[src/rtl/pp_txbuf_pkg.sv]
package pp_txbuf_pkg;
    localparam int unsigned PKT_MAX_DEF = 64;
    localparam int unsigned DW_DEF      = 8;
    localparam int unsigned NBANK       = 2;

    function automatic int unsigned cnt_w(input int unsigned max_bytes);
        return $clog2(max_bytes + 1);
    endfunction

    function automatic int unsigned addr_w(input int unsigned max_bytes);
        return (max_bytes > 1) ? $clog2(max_bytes) : 1;
    endfunction
endpackage

[src/rtl/pp_txbuf_mem.sv]
module pp_txbuf_mem #(
    parameter int unsigned DEPTH = 64,
    parameter int unsigned DW    = 8,
    parameter int unsigned AW    = 6
) (
    input  logic          clk,
    input  logic          rst_n,
    input  logic          we,
    input  logic          wbank,
    input  logic [AW-1:0] waddr,
    input  logic [DW-1:0] wdata,
    input  logic          rbank,
    input  logic [AW-1:0] raddr,
    output logic [DW-1:0] rdata
);
    import pp_txbuf_pkg::*;

    logic [DW-1:0] rd_word [NBANK];

    for (genvar b = 0; b < NBANK; b++) begin : g_bank
        logic [DEPTH-1:0][DW-1:0] bank_d, bank_q;

        always_comb begin
            bank_d = bank_q;
            if (we && (wbank == b[0])) begin
                bank_d[waddr] = wdata;
            end
        end

        always_ff @(posedge clk or negedge rst_n) begin
            if (!rst_n) bank_q <= '0;
            else        bank_q <= bank_d;
        end

        assign rd_word[b] = bank_q[raddr];
    end

    assign rdata = rd_word[rbank];
endmodule

[src/rtl/pp_txbuf_wrside.sv]
module pp_txbuf_wrside #(
    parameter int unsigned PKT_MAX = 64,
    parameter int unsigned CW      = 7,
    parameter int unsigned AW      = 6
) (
    input  logic          clk,
    input  logic          rst_n,
    input  logic          clr,
    input  logic          wr_en,
    input  logic          pkt_commit,
    input  logic [1:0]    busy,
    output logic          wsel,
    output logic [AW-1:0] waddr,
    output logic          wr_accept,
    output logic          commit_fire,
    output logic [CW-1:0] commit_len,
    output logic          dma_req,
    output logic          ovf
);
    typedef struct packed {
        logic          sel;
        logic [CW-1:0] cnt;
        logic          ovf;
    } wst_t;

    wst_t          st_d, st_q;
    logic          room;
    logic [CW-1:0] cnt_after;

    always_comb begin
        st_d        = st_q;
        room        = !busy[st_q.sel] && (st_q.cnt < CW'(PKT_MAX));
        wr_accept   = wr_en && room && !clr;
        cnt_after   = st_q.cnt + CW'(wr_accept);
        commit_fire = pkt_commit && !busy[st_q.sel] && !clr;
        if (clr) begin
            st_d = '0;
        end else begin
            if (wr_en && !wr_accept) st_d.ovf = 1'b1;
            if (commit_fire) begin
                st_d.sel = !st_q.sel;
                st_d.cnt = '0;
            end else begin
                st_d.cnt = cnt_after;
            end
        end
    end

    always_ff @(posedge clk or negedge rst_n) begin
        if (!rst_n) st_q <= '0;
        else        st_q <= st_d;
    end

    assign wsel       = st_q.sel;
    assign waddr      = st_q.cnt[AW-1:0];
    assign commit_len = cnt_after;
    assign dma_req    = room;
    assign ovf        = st_q.ovf;

    p_ovf_sticky_r8: assert property (@(posedge clk) disable iff (!rst_n)
        (st_q.ovf && !clr) |=> st_q.ovf);
    p_cnt_bound_r8: assert property (@(posedge clk) disable iff (!rst_n)
        st_q.cnt <= CW'(PKT_MAX));
    p_commit_swaps_r4: assert property (@(posedge clk) disable iff (!rst_n)
        commit_fire |=> (st_q.sel != $past(st_q.sel)) && (st_q.cnt == '0));
endmodule

[src/rtl/pp_txbuf_rdside.sv]
module pp_txbuf_rdside #(
    parameter int unsigned CW = 7,
    parameter int unsigned AW = 6
) (
    input  logic                clk,
    input  logic                rst_n,
    input  logic                clr,
    input  logic [1:0]          busy,
    input  logic [1:0][CW-1:0]  lens,
    input  logic                tx_pop,
    input  logic                tx_ack,
    input  logic                tx_nak,
    output logic                rsel,
    output logic [AW-1:0]       raddr,
    output logic                tx_valid,
    output logic                tx_last,
    output logic [CW-1:0]       tx_len,
    output logic                release_fire
);
    typedef struct packed {
        logic          sel;
        logic [CW-1:0] ptr;
    } rst_t;

    rst_t          st_d, st_q;
    logic [CW-1:0] cur_len;

    always_comb begin
        st_d         = st_q;
        cur_len      = lens[st_q.sel];
        tx_valid     = busy[st_q.sel];
        release_fire = tx_valid && tx_ack && !clr;
        tx_last      = tx_valid &&
                       (({1'b0, st_q.ptr} + (CW+1)'(1)) >= {1'b0, cur_len});
        if (clr) begin
            st_d = '0;
        end else if (release_fire) begin
            st_d.sel = !st_q.sel;
            st_d.ptr = '0;
        end else if (tx_valid && tx_nak) begin
            st_d.ptr = '0;
        end else if (tx_valid && tx_pop && (st_q.ptr < cur_len)) begin
            st_d.ptr = st_q.ptr + CW'(1);
        end
    end

    always_ff @(posedge clk or negedge rst_n) begin
        if (!rst_n) st_q <= '0;
        else        st_q <= st_d;
    end

    assign rsel   = st_q.sel;
    assign raddr  = st_q.ptr[AW-1:0];
    assign tx_len = cur_len;

    p_ptr_in_pkt_r3: assert property (@(posedge clk) disable iff (!rst_n)
        tx_valid |-> (st_q.ptr <= cur_len));
    p_nak_rewind_r7: assert property (@(posedge clk) disable iff (!rst_n)
        (tx_valid && tx_nak && !tx_ack && !clr) |=> (st_q.ptr == '0) && tx_valid);
    p_ack_moves_r6: assert property (@(posedge clk) disable iff (!rst_n)
        release_fire |=> (st_q.sel != $past(st_q.sel)) && (st_q.ptr == '0));
endmodule

[src/rtl/pp_txbuf.sv]
module pp_txbuf #(
    parameter int unsigned PKT_MAX = pp_txbuf_pkg::PKT_MAX_DEF,
    parameter int unsigned DW      = pp_txbuf_pkg::DW_DEF,
    localparam int unsigned CW     = pp_txbuf_pkg::cnt_w(PKT_MAX),
    localparam int unsigned AW     = pp_txbuf_pkg::addr_w(PKT_MAX)
) (
    input  logic          clk,
    input  logic          rst_n,
    input  logic          buf_clr,
    input  logic          wr_en,
    input  logic [DW-1:0] wr_data,
    input  logic          pkt_commit,
    output logic          dma_req,
    output logic          buf_full,
    output logic          ovf,
    output logic          tx_valid,
    output logic [CW-1:0] tx_len,
    output logic [DW-1:0] tx_data,
    output logic          tx_last,
    input  logic          tx_pop,
    input  logic          tx_ack,
    input  logic          tx_nak
);
    typedef struct packed {
        logic [1:0]         busy;
        logic [1:0][CW-1:0] len;
    } bst_t;

    bst_t          st_d, st_q;
    logic          wsel, rsel;
    logic [AW-1:0] waddr, raddr;
    logic          wr_accept, commit_fire, release_fire;
    logic [CW-1:0] commit_len;

    pp_txbuf_wrside #(.PKT_MAX(PKT_MAX), .CW(CW), .AW(AW)) u_wr (
        .clk(clk), .rst_n(rst_n), .clr(buf_clr), .wr_en(wr_en),
        .pkt_commit(pkt_commit), .busy(st_q.busy), .wsel(wsel),
        .waddr(waddr), .wr_accept(wr_accept), .commit_fire(commit_fire),
        .commit_len(commit_len), .dma_req(dma_req), .ovf(ovf)
    );

    pp_txbuf_rdside #(.CW(CW), .AW(AW)) u_rd (
        .clk(clk), .rst_n(rst_n), .clr(buf_clr), .busy(st_q.busy),
        .lens(st_q.len), .tx_pop(tx_pop), .tx_ack(tx_ack), .tx_nak(tx_nak),
        .rsel(rsel), .raddr(raddr), .tx_valid(tx_valid), .tx_last(tx_last),
        .tx_len(tx_len), .release_fire(release_fire)
    );

    pp_txbuf_mem #(.DEPTH(PKT_MAX), .DW(DW), .AW(AW)) u_mem (
        .clk(clk), .rst_n(rst_n), .we(wr_accept), .wbank(wsel),
        .waddr(waddr), .wdata(wr_data), .rbank(rsel), .raddr(raddr),
        .rdata(tx_data)
    );

    always_comb begin
        st_d = st_q;
        if (buf_clr) begin
            st_d = '0;
        end else begin
            if (commit_fire) begin
                st_d.busy[wsel] = 1'b1;
                st_d.len[wsel]  = commit_len;
            end
            if (release_fire) begin
                st_d.busy[rsel] = 1'b0;
            end
        end
    end

    always_ff @(posedge clk or negedge rst_n) begin
        if (!rst_n) st_q <= '0;
        else        st_q <= st_d;
    end

    assign buf_full = &st_q.busy;

    p_full_blocks_dma_r5: assert property (@(posedge clk) disable iff (!rst_n)
        buf_full |-> !dma_req);
    p_clear_empties_r9: assert property (@(posedge clk) disable iff (!rst_n)
        buf_clr |=> (!tx_valid && !buf_full && !ovf));
    p_commit_holds_r2: assert property (@(posedge clk) disable iff (!rst_n)
        commit_fire |=> tx_valid);
endmodule

[config.mk]
export PLATFORM = sky130hd
export DESIGN_NAME = pp_txbuf
export DESIGN_NICKNAME = d
export VERILOG_FILES = /design/src/rtl/pp_txbuf_pkg.sv /design/src/rtl/pp_txbuf_mem.sv /design/src/rtl/pp_txbuf_wrside.sv /design/src/rtl/pp_txbuf_rdside.sv /design/src/rtl/pp_txbuf.sv
export SDC_FILE = /design/constraint.sdc
export NUM_CORES = 2
export LEC_CHECK = 0
export BUFFER_PORTS_ARGS = -buffer_cell sky130_fd_sc_hd__buf_4
export CAP_MARGIN = 0
export CORE_MARGIN = 2
export CORE_UTILIZATION = 35
export DETAILED_ROUTE_END_ITERATION = 7
export GPL_ROUTABILITY_DRIVEN = 0
export PLACE_DENSITY_LB_ADDON = 0.25
export SYNTH_ARGS = -nofsm -noshare
export SYNTH_HDL_FRONTEND = slang
export SYNTH_SLANG_ARGS = --single-unit
[constraint.sdc]
create_clock -name clk -period 3.56 [get_ports clk]
set_input_delay 0.534 -clock clk [delete_from_list [all_inputs] [get_ports clk]]
set_output_delay 0.534 -clock clk [all_outputs]
set_load 0.1 [all_outputs]
[Yosys cells after proc, flatten, opt, wreduce, memory -nomap -nowiden]
Cells that the tools add are included.
Word-level totals
  register bits: 1057
  bits of input ports: 16
  output and inout port bits: 20
Cells by class
  add/subtract/negate cells: 3
  order comparisons: 11
  mux-type cells: 37
  bitwise logic cells: 5
  reduce and logical (&&, ||, !) cells: 27
Operators by type and width (number)
  512-bit bitwise mux: 2
  8-bit binary-select mux with 6-bit select: 2
  8-bit two-way mux: 7
  7-bit two-way mux: 7
  8-bit demux with 6-bit select: 1
  16-bit two-way mux: 3
  1-bit logical AND: 17
  14-bit bitwise mux: 1
  6-bit by 7-bit less-than comparator with 1-bit output (second input constant): 2
  1-bit two-way mux: 9
  9-bit two-way mux: 1
  7-bit by 1-bit adder with 8-bit output (second input constant): 1
  8-bit by 7-bit greater-or-equal comparator with 1-bit output: 1
  7-bit by 1-bit adder with 7-bit output: 1
  7-bit by 1-bit adder with 7-bit output (second input constant): 1
  7-bit demux with 1-bit select: 1
  7-bit less-than comparator: 1
  7-bit less-than comparator (second input constant): 1
  6-bit by 1-bit greater-or-equal comparator with 1-bit output (second input constant): 1
  2-bit nonzero test: 3
  1-bit logical NOT: 5
  1-bit by 2-bit less-than comparator with 1-bit output (second input constant): 2
  4-bit nonzero test: 1
  2-bit bitwise AND: 1
  other kinds (9): 11

[Depth between registers and ports, before layout]
  word-level depth: 13
  mapped depth: 11
  mapped depth without buffers: 8

[Hierarchy]
From an unflattened synthesis, not the netlist that was laid out.
Second synthesis, totals
  cells, all modules: 3005
  area, all modules: 48701.7 um^2
By module, submodules not included
  pp_txbuf_mem: instances 1, cells each 2782, area each 46439.5 um^2
  pp_txbuf_rdside: instances 1, cells each 107, area each 978.4 um^2
  pp_txbuf: instances 1, cells each 65, area each 782.0 um^2
  pp_txbuf_wrside: instances 1, cells each 51, area each 501.7 um^2

[Worst setup path before layout]
No wires, ideal clock.
  path type: register -> output
  start point: register u_rd.st_q, in the netlist u_rd.rsel
  end point: output port tx_last
  arrival time: 3805 ps
  path slack: -779 ps
  cell stages (with the launch flop): 11
  path buffers: 2
  path through: dfrtp_1 > buf_2 > clkbuf_1 > mux2_2 > ha_1 > a21boi_0 > o21a_1 > o21ai_0 > a21oi_1 > o21ai_0 > a21oi_1
Between the ends
  cells in the longest elaborated chain, start to end: 4
  elaborated cells between the ends (all ways): 6
  those cells by class: order compare (1); mux (4); reduce/logical (1)
RTL lines
  start: declaration: line pp_txbuf_rdside.sv:25  | rst_t st_d, st_q;
  start signal: assignment: line pp_txbuf_rdside.sv:49  | else st_q <= st_d;
  7-bit two-way mux (not written as such) (2 in series): line pp_txbuf_rdside.sv:30  | cur_len = lens[st_q.sel];
  via tx_len[0]: line pp_txbuf.sv:17  | output logic [CW-1:0] tx_len,
  8-bit by 7-bit greater-or-equal comparator with 1-bit output: line pp_txbuf_rdside.sv:34  | (({1'b0, st_q.ptr} + (CW+1)'(1)) >= {1'b0, cur_len});
  1-bit logical AND: line pp_txbuf_rdside.sv:33  | tx_last = tx_valid &&
  end: declaration: line pp_txbuf.sv:19  | output logic tx_last,
The timed path passes the listed nets, and every way through them passes these cells. The select of a mux whose other input is x is not followed.

[Worst setup path after layout]
  start point: register u_rd.st_q, in the netlist u_rd.raddr[0]
  end point: output port tx_data[2]
Between the ends
  cells in the longest elaborated chain, start to end: 5
  elaborated cells between the ends (all ways): 7
  those cells by class: mux (7)
RTL lines
  8-bit binary-select mux with 6-bit select: line pp_txbuf_mem.sv:35  | assign rd_word[b] = bank_q[raddr];
  8-bit two-way mux (not written as such): line pp_txbuf_mem.sv:35
  8-bit two-way mux (not written as such) (*) (3 in series): line pp_txbuf_mem.sv:38  | assign rdata = rd_word[rbank];
  end: declaration: line pp_txbuf.sv:18  | output logic [DW-1:0] tx_data,
Every way passes the cells marked *; elsewhere a longest branch is shown, timed or not. The select of a mux whose other input is x is not followed.

==> results.md <==
* Status: finished with violations
* Failing checks: negative setup slack
* EDFF count, synth at 0
* Layout Nets at 3409
* Biggest area consumer among synthesized cells: dfrtp_1
* Core area at 0.139 sq mm
* Crit Path Max Fanout at 6
* Mapped Nets at about 3.3k
* Clock share of power at 0.454
* Sw Pwr at 6590 uW
* Area Growth Syn to Fin at 18.1%
* Num CTS Buffers at 113
* Chip width at 378 um
* Worst-Margin Slew at 1.17 ns
* CTS tree: built
* F_max at 249 MHz
* RSZ-0062 raised after global routing: true
* Critical-path cell list: buf_12 > buf_12 > buf_12 > buf_12 > buf_16 > mux4_2 > a22oi_2 > a21oi_4 > nor3_4 > nand3_4 > buf_12
* Final Hold Viols at 0
* Critical Path End Type: primary output
* Placed instance count at 5097
* DIE HEIGHT at 378 um
* Vias at 28.7k
* WL/cell at 25.0 um
* Hold WC Path Type: in -> reg
* Most frequent cell after synthesis: dfrtp_1
* Top cells by area, synth: dfrtp_1 (54%), mux2_2 (24%), mux4_2 (8.8%)
* Slowest-stage cell, CP: dfrtp_4
* Number of global-route vias before repair at 29.8k
* Max-cap violations at 0
* Comb pwr share at 0.085
* Clock Pin Slew Worst Setup and Hold Paths at 0.06 ns
* Kind of critical path: reg -> out
* CTS Buffer Depth at 3
* IO Count at 36
* Initial Util at 0.352
* Most used DFF post-synth: dfrtp_1
* Largest net degree at the start of global routing at 129
* Synth Cell Area at 0.0489 sq mm
* Syn. warnings at 0
* Tmin final at between 4 and 5 ns
* Internal power at approximately 20000 uW
* Final setup vio count at 9
* Cells after Synth at 3246
* Final ANT Viol Nets at 0
* First drt pass iteration count at 5
* Slew Limit Headroom at 0.220
* Die ar. at between 0.1 and 0.15 sq mm
* Fraction of layout cells with a size suffix above 1 at 0.548
* ANT cells at 0
* Vias per cell at 5.36
* Post-synthesis register bit count at roughly 1.1k
* H-Tree Depth at 3
* Overall Power at between 20000 and 30000 uW
* Flop pwr share at 0.461
* Final Skew at between 0.03 and 0.04 ns
* P per Cell Area at 458 mW/mm^2
* Post-synthesis cell type count at 53
* Rows at 137
* GRT Util Overall at 0.190
* Worst endpoint data arrival time at 3.48 ns
* Port bufs at 35
* WL final at approximately 130000 um
* Sequential-to-total area share from yosys stat at 0.540
* Critical Path RT at 3.03 ns
* Dpl hpwl at 83400 um
* CP most frequent cell: buf_12
* Remaining global-route overflow at 0
* Setup slack after layout at -0.451 ns
* Non-filler cells, final at 5346
* # DRC at 0
* Leakage Power at 0.0266 uW
* Post-synth top cells: dfrtp_1 (1057), mux2_2 (1045), mux4_2 (192), clkbuf_1 (182), mux2i_1 (109)
* Clock Sinks at 1057
* Clock Latency Late Sink at 0.72 ns
* Initial antenna violation count at 0
* Clk root buf: clkbuf_16
* CP startpoint kind: flip-flop
* Fin crit share at 1.13
* Max incr delay on CP at 0.51 ns
* Initial drt markers at 1774
* Area fraction of the dominant cell type after synthesis at 0.540
* Final Max Tran Viols at 0
* Average size of a mapped cell at roughly 15 sq um
* Sw Ratio at 0.249
* Global-route wire length before repair at 204000 um
* VDD IR-drop max at about 0.00035 V
* Setup tns final at -3.56 ns
* Asr flop ratio synth at 1.00
* Pre-CTS setup slack at -0.185 ns
per-stage QoR:
step | area, sq um | utilization | hold WS, ns
floorplan | 49000 | - | 0.238
global placement | 52700 | 0.379 | 0.468
detailed placement | 52700 | 0.379 | 0.477
CTS | 57500 | 0.413 | 0.0604
global route | 57800 | 0.415 | 0.0981
finish | 57800 | 0.415 | 0.102
area by class of cell:
type / instances / area (sq um)
fillers: 12800 / 81400
flip-flops and latches: 1057 / 26500
multi-input cells: 1928 / 22000
clock buffers: 170 / 3440
repair buffers: 262 / 3150
well taps: 1876 / 2350
clock inverters: 39 / 365
inverters: 14 / 52.6
power groups by stage:
stage                     Combinational, uW  Clock [uW]  Sequential (uW)
after floorplan                        1010           0            12400
after CTS                              2260       12300            12200
final                                  2260       12000            12200
after global placement                 2000           0            12400
after detailed placement               2010           0            12400
after global routing                   2410       12800            12200
registers in the layout, summed over array words and instances, names as in the netlist:
name / count
st_q: 16
u_wr.waddr: 6
u_rd.rsel: 1
u_rd.raddr: 6
u_mem.g_bank.bank_q: 1024
u_rd.st_q: 1
u_wr.wsel: 1
u_wr.st_q: 1
u_wr.ovf: 1
worst max-delay path, delay by kind of cell (launching register included):
| kind | cells | cell delay (ns) |
|---|---|---|
| buffers and inverters | 6 | 0.90 |
| DFF | 1 | 0.51 |
| AOI/OAI and AO/OA | 2 | 0.46 |
| muxes | 1 | 0.44 |
| and+or+nand+nor | 2 | 0.41 |
logic make-up (layout without fill, tap and decap cells):
logic type,count (synthesis),after routing,share of synthesized area
compound gates,272,272,0.0403
xor+xnor,11,11,0.00197
fa+ha+maj,17,17,0.00435
buf+inv,261,485,0.0222
flops,1057,1057,0.540
mux,1358,1358,0.354
simple gates,270,270,0.0370
worst paths after layout:
path	from	endpoint	slack, ns	cells after the start
hold reg to reg	u_mem.g_bank[0].bank_q[295]$_DFFE_PN0P_	u_mem.g_bank[0].bank_q[295]$_DFFE_PN0P_	0.49	1
max in group asynchronous	rst_n	u_mem.g_bank[1].bank_q[245]$_DFFE_PN0P_	2.05	3
hold / removal	tx_ack	u_rd.rsel$_DFFE_PN0P_	0.10	3
min in group asynchronous	rst_n	u_mem.g_bank[0].bank_q[69]$_DFFE_PN0P_	0.45	2
setup reg to reg	st_q[14]$_DFF_PN0_	u_mem.g_bank[0].bank_q[368]$_DFFE_PN0P_	0.60	6
setup / recovery	u_rd.raddr[0]$_DFFE_PN0P_	tx_data[2]	-0.45	11
per-layer routing:
| metal | GRT usage | vias to the layer above | part of all wire | routed length [um] |
|---|---|---|---|---|
| met2 | 0.290 | 532 | 0.45 | 60600 |
| met5 | 0 | - | 0 | 0 |
| met4 | 0.0537 | 0 | 0.024 | 3190 |
| met3 | 0.0297 | 147 | 0.044 | 5820 |
| li1 | - | 12400 | - | - |
| met1 | 0.279 | 15600 | 0.48 | 64100 |
placed cells by master (no fill, tap or decap), types with 22 or more instances in the layout:
master,n
a31oi_1,33
mux2_2,1045
clkinv_2,22
a22oi_1,74
a22oi_2,22
mux4_2,192
clkbuf_16,117
dfrtp_1,1053
mux2i_1,108
nand2_1,31
clkbuf_8,33
nor2_1,36
buf_4,168
nor2_2,39
buf_12,71
nand2_2,27
o211ai_1,32
nor2_4,50
timing repair:
action	CTS	global route
gates cloned	9	1
gates resized for setup	115	34
buffers inserted	18	14
hold endpoints to repair	35	0
pin swaps	36	20
hold buffers	1	0
endpoints found under the setup margin	9	9
No activity file was read; power rests on OpenSTA's default activity.
